===== src/rtl/rate_meter_pkg.sv =====
package rate_meter_pkg;

  localparam int NUM_RATES = 7;

  typedef struct packed {
    logic run;      // reference clock gated on
    logic restart;  // strobe edge: begin a new window
    logic capture;  // strobe edge closing an armed window
  } meas_ctl_t;

  function automatic longint rate_hz(input int idx);
    case (idx)
      0: return 64'd32000;
      1: return 64'd44100;
      2: return 64'd48000;
      3: return 64'd88200;
      4: return 64'd96000;
      5: return 64'd176400;
      default: return 64'd192000;
    endcase
  endfunction

  // lowest count accepted for a rate (rounded up)
  function automatic longint win_lo(input longint refHz, input int idx, input int tolPct);
    longint den;
    den = rate_hz(idx) * 100;
    return (refHz * longint'(100 - tolPct) + den - 1) / den;
  endfunction

  // highest count accepted for a rate (rounded down)
  function automatic longint win_hi(input longint refHz, input int idx, input int tolPct);
    longint den;
    den = rate_hz(idx) * 100;
    return (refHz * longint'(100 + tolPct)) / den;
  endfunction

endpackage


===== src/rtl/rate_meter_ctrl.sv =====
module rate_meter_ctrl
  import rate_meter_pkg::*;
(
  input  logic      clk,
  input  logic      rst_n,
  input  logic      frameStrobe,
  input  logic      lockErr,
  input  logic      contMode,
  output meas_ctl_t ctl,
  output logic      valid
);

  logic prevStrobe;
  logic prevErr;
  logic armed;
  logic validReg;

  logic measEn;
  logic strobeEdge;
  logic lossOfLock;

  assign measEn     = contMode | lockErr;
  assign strobeEdge = frameStrobe & ~prevStrobe;
  assign lossOfLock = lockErr & ~prevErr;

  always_comb begin
    ctl.run     = measEn;
    ctl.restart = strobeEdge & measEn;
    ctl.capture = strobeEdge & measEn & armed & ~lossOfLock;
  end

  always_ff @(posedge clk) begin
    if (!rst_n) begin
      prevStrobe <= 1'b0;
      prevErr    <= 1'b0;
      armed      <= 1'b0;
      validReg   <= 1'b0;
    end else begin
      prevStrobe <= frameStrobe;
      prevErr    <= lockErr;
      if (!measEn)         armed <= 1'b0;
      else if (strobeEdge) armed <= 1'b1;
      else if (lossOfLock) armed <= 1'b0;
      if (lossOfLock)       validReg <= 1'b0;
      else if (ctl.capture) validReg <= 1'b1;
    end
  end

  assign valid = validReg;

  // a fresh loss of lock always drops the valid flag
  p_valid_clear_r8: assert property (@(posedge clk) disable iff (!rst_n)
    (lockErr && !prevErr) |=> !valid);

  // locked in auto-stop mode means nothing is captured
  p_locked_no_capture_r7: assert property (@(posedge clk) disable iff (!rst_n)
    (!contMode && !lockErr) |-> !ctl.capture);

  // the first edge after arming is cleared never captures
  p_first_edge_opens_r8: assert property (@(posedge clk) disable iff (!rst_n)
    !measEn |=> !ctl.capture);

endmodule


===== src/rtl/rate_meter_dp.sv =====
module rate_meter_dp
  import rate_meter_pkg::*;
#(
  parameter int     CNT_W   = 8,
  parameter int     CODE_W  = 4,
  parameter longint REF_HZ  = 6144000,
  parameter int     TOL_PCT = 3
) (
  input  logic                     clk,
  input  logic                     rst_n,
  input  meas_ctl_t                ctl,
  input  logic                     rdHold,
  output logic [CODE_W+CNT_W-1:0]  rdData
);

  localparam int RD_W = CODE_W + CNT_W;
  localparam logic [CNT_W-1:0]  CNT_MAX   = '1;
  localparam logic [CODE_W-1:0] CODE_NONE = '1;

  logic [CNT_W-1:0]     cnt;
  logic [31:0]          cntWide;
  logic [NUM_RATES-1:0] hits;
  logic [CODE_W-1:0]    code;
  logic [RD_W-1:0]      resultReg;
  logic [RD_W-1:0]      snap;

  assign cntWide = 32'(cnt);

  // one tolerance comparator per standard rate
  for (genvar gi = 0; gi < NUM_RATES; gi++) begin : g_class
    localparam logic [31:0] LO = 32'(win_lo(REF_HZ, gi, TOL_PCT));
    localparam logic [31:0] HI = 32'(win_hi(REF_HZ, gi, TOL_PCT));
    assign hits[gi] = (cntWide >= LO) && (cntWide <= HI);
  end

  always_comb begin
    code = CODE_NONE;
    for (int i = NUM_RATES - 1; i >= 0; i--) begin
      if (hits[i]) code = CODE_W'(i + 1);
    end
  end

  always_ff @(posedge clk) begin
    if (!rst_n) begin
      cnt       <= '0;
      resultReg <= {CODE_NONE, {CNT_W{1'b0}}};
      snap      <= {CODE_NONE, {CNT_W{1'b0}}};
    end else begin
      if (ctl.run) begin
        if (ctl.restart)         cnt <= CNT_W'(1);
        else if (cnt != CNT_MAX) cnt <= cnt + 1'b1;
      end
      if (ctl.capture) resultReg <= {code, cnt};
      if (!rdHold)     snap      <= resultReg;
    end
  end

  assign rdData = snap;

  // a saturated counter stays saturated until the next window opens
  p_no_wrap_r3: assert property (@(posedge clk) disable iff (!rst_n)
    (ctl.run && !ctl.restart && cnt == CNT_MAX) |=> cnt == CNT_MAX);

  // the result only moves when the controller signals a capture
  p_result_frozen_r7: assert property (@(posedge clk) disable iff (!rst_n)
    !ctl.capture |=> $stable(resultReg));

  // the read snapshot never changes during a host read
  p_hold_snapshot_r9: assert property (@(posedge clk) disable iff (!rst_n)
    rdHold |=> $stable(rdData));

  // gating the reference clock stops the counter
  p_gated_stop_r2: assert property (@(posedge clk) disable iff (!rst_n)
    !ctl.run |=> $stable(cnt));

endmodule


===== src/rtl/rate_meter.sv =====
module rate_meter
  import rate_meter_pkg::*;
#(
  parameter int     CNT_W   = 8,
  parameter int     CODE_W  = 4,
  parameter longint REF_HZ  = 6144000,
  parameter int     TOL_PCT = 3
) (
  input  logic                    clk,
  input  logic                    rst_n,
  input  logic                    frameStrobe,
  input  logic                    lockErr,
  input  logic                    contMode,
  input  logic                    rdHold,
  output logic [CODE_W+CNT_W-1:0] rdData,
  output logic                    measValid
);

  meas_ctl_t ctl;

  rate_meter_ctrl u_ctrl (
    .clk         (clk),
    .rst_n       (rst_n),
    .frameStrobe (frameStrobe),
    .lockErr     (lockErr),
    .contMode    (contMode),
    .ctl         (ctl),
    .valid       (measValid)
  );

  rate_meter_dp #(
    .CNT_W   (CNT_W),
    .CODE_W  (CODE_W),
    .REF_HZ  (REF_HZ),
    .TOL_PCT (TOL_PCT)
  ) u_dp (
    .clk    (clk),
    .rst_n  (rst_n),
    .ctl    (ctl),
    .rdHold (rdHold),
    .rdData (rdData)
  );

endmodule


===== config.mk =====
export PLATFORM = sky130hd
export DESIGN_NAME = rate_meter
export DESIGN_NICKNAME = d
export VERILOG_FILES = /design/src/rtl/rate_meter_pkg.sv /design/src/rtl/rate_meter_ctrl.sv /design/src/rtl/rate_meter_dp.sv /design/src/rtl/rate_meter.sv
export SDC_FILE = /design/constraint.sdc
export NUM_CORES = 1
export LEC_CHECK = 0
export BUFFER_PORTS_ARGS = -buffer_cell sky130_fd_sc_hd__buf_2
export CAP_MARGIN = 15
export CORE_MARGIN = 4
export CORE_UTILIZATION = 23
export CTS_CLUSTER_SIZE = 28
export DETAILED_ROUTE_END_ITERATION = 7
export GPL_TIMING_DRIVEN = 0
export HOLD_SLACK_MARGIN = 0.15
export SLEW_MARGIN = 10
export SYNTH_ARGS = -nofsm -noshare
export SYNTH_HDL_FRONTEND = slang
export SYNTH_HIERARCHICAL = 1
export SYNTH_SLANG_ARGS = --single-unit

===== constraint.sdc =====
create_clock -name clk -period 2.3 [get_ports clk]
set_input_delay 0.23 -clock clk [delete_from_list [all_inputs] [get_ports clk]]
set_output_delay 0.23 -clock clk [all_outputs]
set_load 0.05 [all_outputs]

# Yosys cells after proc, flatten, opt, wreduce, memory -nomap -nowiden
# Cells that the tools add are included.
dict set report word_totals {
  inputBits 6
  reg_bits 36
  elab_cells 56
}
dict set report op_classes {
  n_reduce_logical 12
  addsub 1
  mux 11
  eq_ne 1
  bitwise 10
  order_cmp 14
}
# cell n
set ops {}
lappend ops {{$mux 4} 7}
lappend ops {{$ge 8x6->1 const B} 3}
lappend ops {{$le 8x8->1 const B} 3}
lappend ops {{$ge 8x7->1 const B} 2}
lappend ops {{$ge 8x8->1 const B} 2}
lappend ops {{$le 8x6->1 const B} 2}
lappend ops {{$le 8x7->1 const B} 2}
lappend ops {{$mux 8} 2}
lappend ops {{$add 8x1->8 const B} 1}
lappend ops {{$ne 8x8->1 const B} 1}
lappend ops {{$logic_and 1x1->1} 7}
lappend ops {{$and 1x1->1} 5}
lappend ops {{$not 1->1} 4}
lappend ops {{$reduce_and 2->1} 2}
lappend ops {{$reduce_bool 2->1} 2}
lappend ops {{$mux 1} 2}
lappend ops {{$reduce_or 2->1} 1}
lappend ops {{$or 1x1->1} 1}

# Longest topological paths before layout
dict set report depth {
  depth_word 9
  mapped_depth 7
}

# Cells and area by module
# The synthesis kept the hierarchy.
# module instances area_per_inst_um2 seq_area_each_um2 cells_each
set by_module_without_submodules {}
lappend by_module_without_submodules {rate_meter_dp 1 1471.4 640.6 161}
lappend by_module_without_submodules {rate_meter_ctrl 1 181.4 80.1 17}

# Least setup slack after synthesis
# OpenSTA, ideal clock, no wires.
dict set report synth_timing {
  path_type {reg-to-reg}
  from {reg u_ctrl.prevStrobe}
  to {reg u_dp.resultReg[2]}
  t_arrival_ns 1.513
  synth_period_minus_slack_ns 1.641
  stages_incl_launch_ff 6
  required_ns 2.172
  n_path_buf 1
  slack_ns 0.659
  path_cell_list {dfxtp_1 > nor3b_4 > and3_1 > clkbuf_1 > mux2i_1 > nor2_1}
}
# item line_no
set synth_lines {}
lappend synth_lines {{start, declared} rate_meter_ctrl.sv:13} ;# logic prevStrobe;
lappend synth_lines {{start signal, assigned} rate_meter_ctrl.sv:39} ;# prevStrobe <= frameStrobe;
lappend synth_lines {{end signal, assigned} rate_meter_dp.sv:46} ;# resultReg <= {CODE_NONE, {CNT_W{1'b0}}};
lappend synth_lines {{end signal, assigned} rate_meter_dp.sv:53} ;# if (ctl.capture) resultReg <= {code, cnt};
lappend synth_lines {{end, declared} rate_meter_dp.sv:24} ;# logic [RD_W-1:0] resultReg;

==> reports/metrics.yaml <==
timing:
  period_share_pct: 85.50
  fin_crit_ns: 1.967
  clock.fmax_mhz: 508.5
  worstMarginPinSlew_ns: 0.5752
  skew_ns: 0.004883
  setup_tns_ns: 0
  setup_viol: 0
  hold_viol: 0
  slew_viol_final: 0
  relSlewSlack_pct: 61.65
  rsz0062_at_grt: "false"
  worst_slack_ns: 0.3335
power_and_ir_drop:
  power.density_nw_per_um2: 611.3
  pwr-share-clk_pct: 37.8
  intPower_mw: 0.9145
  p_sw_share_pct: 23.21
  switching_power_mw: 0.2764
  leakage_nw: 0.7775
  peakVddDrop_mv: 0.2789
  combPwrFrac_pct: 8.0
  seq_power_share_pct: 54.2
synth:
  ys_ff_latch: 36
  syn_area_per_cell_um2: 9.286
  syn_nets: 187
  netlist_area_um2: 1653
  synth_ff_type: "dfxtp_1"
  synthTopCellsByArea: "dfxtp_1 44%, mux2i_1 11%, nor2_1 6.1%"
  async_reset_ff_share_pct: 0
  yosys.cell_types.count: 47
  seq_area_frac_synth_pct: 43.60
  ys.warnings.count: 6
  synth-edff-count: 0
  synth.cells.most_frequent: "36 x dfxtp_1, 27 x nor2_1, 18 x mux2i_1, 13 x nand2_1, 12 x inv_1"
  syn_inst: 178
  synth.most_common_cell: "dfxtp_1"
  yosys.area.top_type: "dfxtp_1"
  synth_top_area_share_pct: 43.60
worst_hold_path:
  hold_path_end: "u_ctrl/prevStrobe"
  min_path_type: "primary input to flip-flop"
  min_from: "frameStrobe"
  hold_depth: 2
cts:
  clk_pin_slew_ns: 0.07
  clock-sinks: 36
  cts_made_buffers: 5
  clockBufferDepth: 2
  cts_setup_buffers: 0
  cts_tree: "yes"
  htree_num_levels: 2
  clockRootBuffer: "clkbuf_8"
  cts_hold_buf: 0
  cts_resized: 0
  clock_latency_ns: 0.28
grt:
  grt_pass1_wl_um: 5313
  grt_max_degree: 11
  grt_pass1_vias: 1180
  grt-ovfl-total: 0
  antenna_found_initial: 0
  track_usage_pct: 7.580
setup_path:
  ff2ff_path_depth: 5
  cp_max_fo: 10
  critPathLaunchType: "flip-flop"
  arrival_ns: 2.13
  timing.rr.end: "u_dp/resultReg[4]"
  rrSetupSlack_ns: 0.33
  required_ns: 2.46
  r2r-start: "u_ctrl/prevStrobe"
  critPathKind: "flip-flop to flip-flop"
  endpoint_kind: "flip-flop"
layout:
  final_util_pct: 28.36
  area_growth_pct: 17.87
  fin_nets: 211
  diodes: 0
  drive_above_1_share_pct: 18.23
  layout.cells.non_filler: 299
routing:
  wl_met2_um: 1365
  avgViaCountPerCell: 4.281
  vias: 1280
  wl_met1_um: 1673
  ant_nets: 0
  first_iter_violations: 78
  route.met3.wl_um: 118
  firstDrtPassIters: 4
  wl_per_cell_um: 10.63
  wl_um: 3179
  highest_layer: "met4"
  drcViolationCount: 0
floorplan:
  initial_core_util_pct: 24.06
  die_y_um: 92.77
  io_pins: 19
  rows: 30
  core_um2: 6869
  die-area_um2: 8606
  die_w_um: 92.77
place:
  gp_congestion: 0.8675
  numPortBuffers: 17
  place_ws_ns: 0.2149
  dp_hpwl_um: 2390
  dp.cells: 291
run_status:
  status: "finished clean"
run:
  drv.max_cap_violation_count: 0
critical path, stage by stage, from the launching register on:
cell      delay (ns)
dfxtp_1         0.32
nor3b_4         0.32
and3_1          0.37
clkbuf_1        0.49
mux2i_1         0.28
nor2_1          0.05
placed cells by master, fill, tap and decap left out, drive strengths merged, types with 2 or more instances in the layout:
cell type  instances
nor3b              2
ha                 3
or3                3
a211oi             3
nand2b             3
and2               3
buf               25
o311ai             2
o21ai              2
inv               12
xnor2              5
mux2i             18
clkbuf            12
o211ai             3
nor3               4
dfxtp             36
a21oi              3
nand2             13
nand3              3
o221ai             3
nor2              27
area by class of cell:
type                       count  area (um^2)
timing repair buffer          17        85.08
multi-input combinational    117        814.5
tap                           96        120.1
buffer                        12        68.82
clock buffer                   8        90.09
sequential                    36        720.7
fill                         746         4921
inverter                      13        48.80
flip-flops by register name, indices dropped and copies added (netlist names):
| signal | flops |
|---|---|
| u_ctrl/prevErr | 1 |
| u_dp/cnt | 8 |
| u_ctrl/prevStrobe | 1 |
| u_dp/resultReg | 12 |
| u_ctrl/valid | 1 |
| u_ctrl/armed | 1 |
| u_dp/rdData | 12 |
cells by family (layout without fill, tap and decap cells):
logic type	Yosys count	after routing	share of synthesized area, %
buf+inv	25	50	7.115
xor+xnor	5	5	2.649
compound gates	25	25	12.95
flops	36	36	43.60
fa+ha+maj	3	3	2.271
simple gates	66	66	20.52
mux	18	18	10.90
power by group through the flow:
stage / registers [mW] / clock network [mW] / logic, mW
floorplan: 0.670 / 0 / 0.0616
global placement: 0.660 / 0 / 0.0951
finish: 0.646 / 0.450 / 0.0951
detailed placement: 0.660 / 0 / 0.0959
global route: 0.647 / 0.499 / 0.105
CTS: 0.645 / 0.471 / 0.0960
stage by stage:
stage | instance area (um^2) | hold WS, ns | power [mW]
2_1_floorplan | 1653 | 0.3469 | 0.7311
3_3_place_gp | 1858 | 0.4500 | 0.7551
3_5_place_dp | 1858 | 0.4547 | 0.7559
4_1_cts | 1948 | 0.1525 | 1.212
5_1_grt | 1948 | 0.1616 | 1.251
6_report | 1948 | 0.1616 | 1.191
layer usage:
layer / vias to the layer above / track usage, %
li1: 669 / -
met1: 590 / 9.832
met2: 18 / 11.64
met3: 3 / 2.681
met4: 0 / 2.564
met5: - / 0
worst max-delay path by stage:
stage / startpoint / endpoint / slack (ns) / cells after the start
global route: u_ctrl/prevStrobe / u_dp/resultReg[6] / 0.19 / 5
detailed placement: lockErr / u_dp/resultReg[6] / 0.21 / 7
global placement: lockErr / u_dp/resultReg[5] / 0.24 / 7
CTS: u_ctrl/prevStrobe / u_dp/resultReg[4] / 0.29 / 5
floorplan: u_ctrl/prevStrobe / u_dp/resultReg[2] / 0.66 / 5
finish: u_ctrl/prevStrobe / u_dp/resultReg[4] / 0.33 / 5
No activity file was read; power rests on OpenSTA's default activity.
